--- config.mk ---
export PLATFORM = sky130hd
export DESIGN_NAME = gtcg_top
export DESIGN_NICKNAME = d
export VERILOG_FILES = /design/src/rtl/gtcg_pkg.sv /design/src/rtl/gtcg_step_fsm.sv /design/src/rtl/gtcg_pat_reg.sv /design/src/rtl/gtcg_grp_decoder.sv /design/src/rtl/gtcg_ctrl_mux.sv /design/src/rtl/gtcg_top.sv
export SDC_FILE = /design/constraint.sdc
export NUM_CORES = 1
export LEC_CHECK = 0
export BUFFER_PORTS_ARGS = -buffer_cell sky130_fd_sc_hd__clkbuf_2
export CORE_MARGIN = 3
export CORE_UTILIZATION = 40
export DETAILED_ROUTE_END_ITERATION = 8
export GPL_TIMING_DRIVEN = 0
export SYNTH_ARGS = -nofsm -noshare
export SYNTH_HDL_FRONTEND = slang
export SYNTH_HIERARCHICAL = 1
export SYNTH_SLANG_ARGS = --single-unit
--- constraint.sdc ---
create_clock -name clk -period 3.4 [get_ports clk]
set_input_delay 0.51 -clock clk [delete_from_list [all_inputs] [get_ports clk]]
set_output_delay 0.51 -clock clk [all_outputs]
set_load 0.1 [all_outputs]
--- src/rtl/gtcg_pkg.sv ---
`timescale 1ns/1ps
package gtcg_pkg;
  typedef enum logic [1:0] {
    PH_IDLE = 2'd0,
    PH_LOAD = 2'd1,
    PH_STEP = 2'd2
  } phase_t;
endpackage

--- src/rtl/gtcg_step_fsm.sv ---
`timescale 1ns/1ps
// Shared step sequencer: load cycle, table steps, repetitions per group.
module gtcg_step_fsm
  import gtcg_pkg::*;
#(
  parameter int NUM_GROUPS = 2,
  parameter int LEN_W      = 3,
  parameter int REP_W      = 8,
  parameter int GW         = 1,
  parameter logic [NUM_GROUPS*LEN_W-1:0] GRP_LEN  = '0,
  parameter logic [NUM_GROUPS*REP_W-1:0] GRP_REPS = '0
) (
  input  logic             clk,
  input  logic             rst,
  input  logic             test_en,
  input  logic             start,
  input  logic [GW-1:0]    grp_sel,
  output phase_t           phase_q,
  output logic [LEN_W-1:0] step_q,
  output logic [GW-1:0]    grp_q,
  output logic [LEN_W-1:0] cur_len,
  output logic             last_step
);
  logic [REP_W-1:0] rep_q;
  logic [REP_W-1:0] cur_reps;
  logic             end_of_table;
  logic             end_of_reps;

  assign cur_len      = GRP_LEN[int'(grp_q)*LEN_W +: LEN_W];
  assign cur_reps     = GRP_REPS[int'(grp_q)*REP_W +: REP_W];
  assign end_of_table = (step_q == cur_len - 1'b1);
  assign end_of_reps  = (rep_q == cur_reps - 1'b1);
  assign last_step    = (phase_q == PH_STEP) && end_of_table && end_of_reps;

  always_ff @(posedge clk) begin
    if (rst) begin
      phase_q <= PH_IDLE;
      step_q  <= '0;
      rep_q   <= '0;
      grp_q   <= '0;
    end else if (!test_en) begin
      phase_q <= PH_IDLE;
      step_q  <= '0;
      rep_q   <= '0;
    end else begin
      case (phase_q)
        PH_IDLE: begin
          if (start) begin
            grp_q   <= grp_sel;
            rep_q   <= '0;
            phase_q <= PH_LOAD;
          end
        end
        PH_LOAD: begin
          step_q  <= '0;
          phase_q <= PH_STEP;
        end
        PH_STEP: begin
          if (end_of_table) begin
            step_q <= '0;
            if (end_of_reps) begin
              rep_q   <= '0;
              phase_q <= PH_IDLE;
            end else begin
              rep_q   <= rep_q + 1'b1;
              phase_q <= PH_LOAD;
            end
          end else begin
            step_q <= step_q + 1'b1;
          end
        end
        default: phase_q <= PH_IDLE;
      endcase
    end
  end
endmodule

--- src/rtl/gtcg_pat_reg.sv ---
`timescale 1ns/1ps
// Pattern register: captured on load cycles, optionally refreshed on steps.
module gtcg_pat_reg
  import gtcg_pkg::*;
#(
  parameter int PI_W  = 4,
  parameter int PAT_W = 2
) (
  input  logic             clk,
  input  logic             rst,
  input  logic             test_en,
  input  phase_t           phase,
  input  logic             reload,
  input  logic [PI_W-1:0]  pi,
  output logic [PAT_W-1:0] pat_q
);
  logic capture;
  assign capture = test_en && ((phase == PH_LOAD) || (phase == PH_STEP && reload));

  always_ff @(posedge clk) begin
    if (rst)          pat_q <= '0;
    else if (capture) pat_q <= pi[PAT_W-1:0];
  end
endmodule

--- src/rtl/gtcg_grp_decoder.sv ---
`timescale 1ns/1ps
// Per-group table decoder: drives only the controls in its mask.
module gtcg_grp_decoder #(
  parameter int NUM_CTRL = 4,
  parameter int MAX_LEN  = 4,
  parameter int PAT_W    = 2,
  parameter int LEN_W    = 3,
  parameter int TBL_LEN  = 4,
  parameter logic [NUM_CTRL-1:0]         DRV_MASK = '0,
  parameter logic [MAX_LEN*NUM_CTRL-1:0] VAL      = '0,
  parameter logic [MAX_LEN*NUM_CTRL-1:0] PSEL     = '0
) (
  input  logic [LEN_W-1:0]    step,
  input  logic [PAT_W-1:0]    pat,
  output logic [NUM_CTRL-1:0] dec_o
);
  always_comb begin
    dec_o = '0;
    for (int s = 0; s < MAX_LEN; s++) begin
      if (s < TBL_LEN && int'(step) == s) begin
        for (int k = 0; k < NUM_CTRL; k++) begin
          if (DRV_MASK[k]) begin
            dec_o[k] = PSEL[s*NUM_CTRL+k] ? pat[k % PAT_W] : VAL[s*NUM_CTRL+k];
          end
        end
      end
    end
  end
endmodule

--- src/rtl/gtcg_ctrl_mux.sv ---
`timescale 1ns/1ps
// Multiplexer array: routes the active group's decoder onto the controls.
module gtcg_ctrl_mux #(
  parameter int NUM_GROUPS = 2,
  parameter int NUM_CTRL   = 4,
  parameter int GW         = 1,
  parameter logic [NUM_GROUPS*NUM_CTRL-1:0] DRIVE_MASK = '0
) (
  input  logic [NUM_GROUPS*NUM_CTRL-1:0] dec_flat,
  input  logic [GW-1:0]                  grp,
  output logic [NUM_CTRL-1:0]            sel_o
);
  always_comb begin
    sel_o = '0;
    for (int g = 0; g < NUM_GROUPS; g++) begin
      if (int'(grp) == g) begin
        sel_o = dec_flat[g*NUM_CTRL +: NUM_CTRL] & DRIVE_MASK[g*NUM_CTRL +: NUM_CTRL];
      end
    end
  end
endmodule

--- src/rtl/gtcg_top.sv ---
`timescale 1ns/1ps
// Grouped compacted-table test control generator (top).
module gtcg_top
  import gtcg_pkg::*;
#(
  parameter int NUM_GROUPS = 2,
  parameter int NUM_CTRL   = 4,
  parameter int MAX_LEN    = 4,
  parameter int PAT_W      = 2,
  parameter int PI_W       = 4,
  parameter int REP_W      = 8,
  parameter int LEN_W      = $clog2(MAX_LEN + 1),
  localparam int GW        = (NUM_GROUPS > 1) ? $clog2(NUM_GROUPS) : 1,
  parameter logic [NUM_GROUPS*LEN_W-1:0]            GRP_LEN    = {3'd3, 3'd4},
  parameter logic [NUM_GROUPS*REP_W-1:0]            GRP_REPS   = {8'd3, 8'd8},
  parameter logic [NUM_GROUPS*NUM_CTRL-1:0]         DRIVE_MASK = 8'hE7,
  parameter logic [NUM_GROUPS*MAX_LEN*NUM_CTRL-1:0] TBL_VAL    = 32'hF34A_6125,
  parameter logic [NUM_GROUPS*MAX_LEN*NUM_CTRL-1:0] TBL_PSEL   = 32'h0280_2410
) (
  input  logic                clk,
  input  logic                rst,
  input  logic                test_en,
  input  logic                reload,
  input  logic                start,
  input  logic [GW-1:0]       grp_sel,
  input  logic [PI_W-1:0]     pi,
  output logic [NUM_CTRL-1:0] ctrl,
  output logic                done
);
  localparam int ROW_BITS = MAX_LEN * NUM_CTRL;

  phase_t                         phase;
  logic [LEN_W-1:0]               step;
  logic [GW-1:0]                  grp;
  logic [LEN_W-1:0]               cur_len;
  logic                           last_step;
  logic [PAT_W-1:0]               pat;
  logic [NUM_GROUPS*NUM_CTRL-1:0] dec_flat;
  logic [NUM_CTRL-1:0]            mux_out;

  gtcg_step_fsm #(
    .NUM_GROUPS(NUM_GROUPS), .LEN_W(LEN_W), .REP_W(REP_W), .GW(GW),
    .GRP_LEN(GRP_LEN), .GRP_REPS(GRP_REPS)
  ) fsm_i (
    .clk(clk), .rst(rst), .test_en(test_en), .start(start), .grp_sel(grp_sel),
    .phase_q(phase), .step_q(step), .grp_q(grp), .cur_len(cur_len),
    .last_step(last_step)
  );

  gtcg_pat_reg #(.PI_W(PI_W), .PAT_W(PAT_W)) pat_i (
    .clk(clk), .rst(rst), .test_en(test_en), .phase(phase),
    .reload(reload), .pi(pi), .pat_q(pat)
  );

  for (genvar g = 0; g < NUM_GROUPS; g++) begin : g_dec
    gtcg_grp_decoder #(
      .NUM_CTRL(NUM_CTRL), .MAX_LEN(MAX_LEN), .PAT_W(PAT_W), .LEN_W(LEN_W),
      .TBL_LEN(int'(GRP_LEN[g*LEN_W +: LEN_W])),
      .DRV_MASK(DRIVE_MASK[g*NUM_CTRL +: NUM_CTRL]),
      .VAL(TBL_VAL[g*ROW_BITS +: ROW_BITS]),
      .PSEL(TBL_PSEL[g*ROW_BITS +: ROW_BITS])
    ) dec_i (
      .step(step), .pat(pat), .dec_o(dec_flat[g*NUM_CTRL +: NUM_CTRL])
    );
  end

  gtcg_ctrl_mux #(
    .NUM_GROUPS(NUM_GROUPS), .NUM_CTRL(NUM_CTRL), .GW(GW), .DRIVE_MASK(DRIVE_MASK)
  ) mux_i (
    .dec_flat(dec_flat), .grp(grp), .sel_o(mux_out)
  );

  always_ff @(posedge clk) begin
    if (rst) begin
      ctrl <= '0;
      done <= 1'b0;
    end else begin
      ctrl <= (test_en && phase == PH_STEP) ? mux_out : '0;
      done <= test_en && last_step;
    end
  end
endmodule

# After elaboration in Yosys (flattened, before gate mapping)
# Cells that the tools add are included.
# word_totals
ff_bits	21
word_cells	63
output_inout_bits	5
# classes
multipliers	1
shifts	2
n_bitwise	3
n_addsub	4
eq_ne	9
reduce_logical	18
muxes	17
# op_table
op	count
variable part select 6 x 32 -> 3 bit (first input constant)	1
two-way mux 8 bit	3
two-way mux 3 bit	7
case mux 8 bit (2 select lines)	1
variable part select 16 x 5 -> 8 bit (first input constant)	1
adder 8 x 1 -> 8 bit (second input constant)	1
== test 8 bit	1
OR reduction 4 bit	2
subtractor 8 x 1 -> 8 bit (second input constant)	1
== test 3 bit (second input constant)	2
logical AND 1 bit	6
two-way mux 2 bit	3
case mux 2 bit (3 select lines)	1
case mux 3 bit (2 select lines)	1
AND reduction 3 bit	2
nonzero test 2 bit	2
OR reduction 2 bit	2
adder 3 x 1 -> 3 bit (second input constant)	1
== test 3 x 2 -> 1 bit (second input constant)	1
== test 3 bit	1
zero test 3 bit	1
multiplier 1 x 2 -> 3 bit (second input constant)	1
inverter 1 bit	3
subtractor 3 x 1 -> 3 bit (second input constant)	1
8 further kinds	8

# Depth between registers and ports, before layout
# logic_depth
word_depth	7
ltp_mapped	6
ltp_nobuf	6

# By module
# The synthesis kept the hierarchy.
# by_module_without_submodules
mod	area_per_inst_um2	instances	cells_each
gtcg_step_fsm	899.6	1	105
gtcg_top	146.4	1	11
gtcg_pat_reg	107.6	1	11
gtcg_grp_decoder (g_dec[0].dec_i)	63.8	1	9
gtcg_ctrl_mux	38.8	1	4
gtcg_grp_decoder (g_dec[1].dec_i)	37.5	1	6

# Worst setup path after synthesis
# Ideal clock, no wire load.
# synth_timing
path_kind	register to register
start	register fsm_i.phase_q[0]
end	register fsm_i.rep_q[1]
arrival_time_ps	1520
required_ps	3330
period_less_slack_ps	1591
setup_time_ps	70
path_buffers	0
stages_incl_launch_ff	7
setup_slack_ps	1809
cell_sequence	dfxtp_1 inv_1 ha_1 nor2b_1 nor4b_4 o2111ai_1 a21oi_1
# synth_via
elab_chain_len	3
elab_cells_between_ends	7
# synth_rtl
element	line	source
start: declaration	gtcg_step_fsm.sv:18	output phase_t phase_q,
start signal: assignment	gtcg_step_fsm.sv:37	phase_q <= PH_IDLE;
start signal: assignment	gtcg_step_fsm.sv:42	phase_q <= PH_IDLE;
start signal: assignment	gtcg_step_fsm.sv:51	phase_q <= PH_LOAD;
== test 2 bit / zero test 2 bit (equally long branches)	gtcg_step_fsm.sv:46	case (phase_q)
!= test 2 x 1 -> 1 bit (no source line), or another cell as far along	n/a	
AND reduction 3 bit (no source line)	n/a	
end signal: assignment	gtcg_step_fsm.sv:65	rep_q <= rep_q + 1'b1;
end: declaration	gtcg_step_fsm.sv:24	logic [REP_W-1:0] rep_q;
# Parallel ways exist; a longest one is shown, timed or not.
# A chain may end at the register's enable or synchronous reset.

# Final worst setup path
# Ends and elaborated chain as after synthesis.

==> flow_metrics.py <==
metrics = {
    "detailed_routing": {
        "num_vias": 1089,
        "wl_microns": 2750,
        "postRouteAntennaNets": 0,
        "drt_first_pass_iters": 4,
        "drc_errors": 0,
        "wl_per_cell_microns": 13.9,
        "via_per_inst": 5.53,
        "drt_iter0_drc": 54,
    },
    "clock_tree": {
        "tritoncts": "built",
        "cts_root_buf": "clkbuf_4",
        "post_cts_resized": 0,
        "cts_buffers": 3,
        "clockBufferDepth": 2,
        "cts_htree_levels": 1,
        "clock-sinks": 21,
        "path_clk_slew_ns": 0.12,
        "cts_setup_buffers": 0,
        "hold_buffers": 0,
        "insertion_delay_ns": 0.30,
    },
    "power_and_ir_drop": {
        "p_switching_mw": 0.106,
        "share_seq_of_total_power_pct": 60.6,
        "powerDensity_mw_per_mm2": 300,
        "power.leakage_nw": 0.499,
        "peakVddDrop_mv": 0.134,
        "swShare_pct": 25.3,
        "comb_power_share_pct": 10.1,
        "p_int_mw": 0.312,
        "total_power_mw": 0.417,
        "clkPwrFrac_pct": 29.3,
    },
    "setup_path": {
        "max_stage_delay_ns": 0.49,
        "crit_path_top_delay_cell": "nor4b_4",
        "end_kind": "register",
        "crit_type": "register to register",
        "path_buf_inv": 1,
        "crit_family": "simple AND/OR/NAND/NOR gates",
        "crit_required_ns": 3.64,
        "crit_arrival_ns": 2.21,
        "cp-start-kind": "register",
        "path_cells": "inv_1, ha_1, nor2b_1, nor4b_4, o2111ai_1, a21oi_1",
        "worstPathMaxFanout": 8,
    },
    "die": {
        "core-area_sq_mm": 0.00288,
        "pin_count": 15,
        "chipWidth_microns": 62.0,
        "die_area_sq_mm": 0.00384,
        "initial_core_util_pct": 43.5,
        "die_h_microns": 62.0,
        "num_rows": 19,
    },
    "place": {
        "place_hpwl_microns": 1940,
        "place_congestion": 0.832,
        "pre_cts_slack_ns": 1.48,
        "portBuffers": 12,
    },
    "global_routing": {
        "antenna_found_initial": 0,
        "grt_pass1_vias": 1027,
        "gr-total-overflow": 0,
        "grt_start_max_net_pins": 12,
        "grt_usage_pct": 16.2,
        "grt_pass1_wl_microns": 4630,
    },
    "logic_synthesis": {
        "synth_area_sq_mm": 0.00125,
        "syn-mean-instance-area_sq_um": 9.01,
        "ys_warn_count": 6,
        "synth_fp_nets": 155,
        "syn_inst": 139,
    },
    "timing": {
        "skew_ns": 0.00652,
        "setup_violations": 0,
        "period_share_pct": 57.8,
        "period_minus_slack_ns": 1.97,
        "hold_violations": 0,
        "final.setup.tns_ns": 0,
        "worstMarginPinSlew_ns": 0.543,
        "rsz0062_at_grt": "no",
        "slew_headroom_pct": 63.7,
        "final.setup.worst_slack_ns": 1.43,
        "slew_viol_final": 0,
        "fmax_mhz": 509,
    },
    "layout": {
        "layout.nets": 172,
        "drive_gt1_share_pct": 16.8,
        "diodes": 0,
        "fill_cells": 280,
        "syn_to_final_growth_pct": 11.1,
    },
    "status": {
        "status": "complete, no violations",
    },
    "flow_run": {
        "cap_violations": 0,
    },
    "min_path": {
        "hp-class": "input port to register",
    },
}
metal layers:
| layer | vias to the layer above | part of all wire (%) | wire length (microns) | global-route usage [%] |
|---|---|---|---|---|
| met5 | - | 0 | 0 | 0 |
| met4 | 0 | 0.58 | 16 | 6.36 |
| met3 | 2 | 5.2 | 143 | 2.69 |
| met2 | 26 | 43 | 1190 | 23.5 |
| met1 | 503 | 51 | 1400 | 23.5 |
| li1 | 558 | - | - | - |
registers in the layout, indices dropped and copies added (netlist names):
| register | flops |
|---|---|
| fsm_i/grp_q | 1 |
| ctrl | 4 |
| fsm_i/step_q | 3 |
| done | 1 |
| pat_i/pat_q | 2 |
| fsm_i/rep_q | 8 |
| fsm_i/phase_q | 2 |
power by group through the flow:
stage / combinational, mW / clock [mW] / sequential, mW
after CTS: 0.0422 / 0.128 / 0.253
after global routing: 0.0467 / 0.140 / 0.254
after floorplan: 0.0282 / 0 / 0.258
after detailed placement: 0.0419 / 0 / 0.259
final: 0.0421 / 0.122 / 0.253
after global placement: 0.0414 / 0 / 0.258
worst register-to-register path: cells and delay by family (launching register included):
| family | cells | cell delay (ns) |
|---|---|---|
| and+or+nand+nor | 2 | 0.71 |
| DFF | 1 | 0.47 |
| buffers and inverters | 1 | 0.10 |
| adders and majority gates | 1 | 0.26 |
| AOI/OAI and AO/OA | 2 | 0.37 |
final cells by class:
type	instances	area, sq um	area share [%]
Clock buffer	4	26.3	1.89
Timing Repair Buffer	12	60.1	4.32
Multi-Input combinational cell	109	796	57.2
Sequential cell	21	420	30.2
Inverter	4	15.0	1.08
Buffer	5	21.3	1.53
Tap cell	42	52.6	3.78
placed cells by master, fill, tap and decap left out, types with 5 or more instances in the layout:
| cell | instances |
|---|---|
| dfxtp_1 | 21 |
| clkbuf_2 | 12 |
| nand3_1 | 10 |
| nand2b_1 | 9 |
| o31ai_1 | 8 |
| a21oi_1 | 8 |
| ha_1 | 6 |
| a31oi_1 | 5 |
through the flow:
stage / utilization [%] / hold WS, ns / area [sq um] / std cells
CTS: 48.4 / 0.420 / 1390 / 197
floorplan: - / 0.461 / 1250 / 139
detailed placement: 47.5 / 0.485 / 1370 / 193
global placement: 47.5 / 0.479 / 1370 / 193
finish: 48.4 / 0.432 / 1390 / 197
global route: 48.4 / 0.415 / 1390 / 197
final timing paths:
kind | start | to | slack (ns) | cells after the start
hold reg to reg | pat_i/pat_q[1] | pat_i/pat_q[1] | 0.51 | 2
setup reg to reg | fsm_i/phase_q[0] | fsm_i/rep_q[1] | 1.43 | 6
setup / recovery | fsm_i/phase_q[0] | fsm_i/rep_q[1] | 1.43 | 6
hold / removal | grp_sel | fsm_i/grp_q | 0.43 | 3
(Power assumes the default switching activity.)
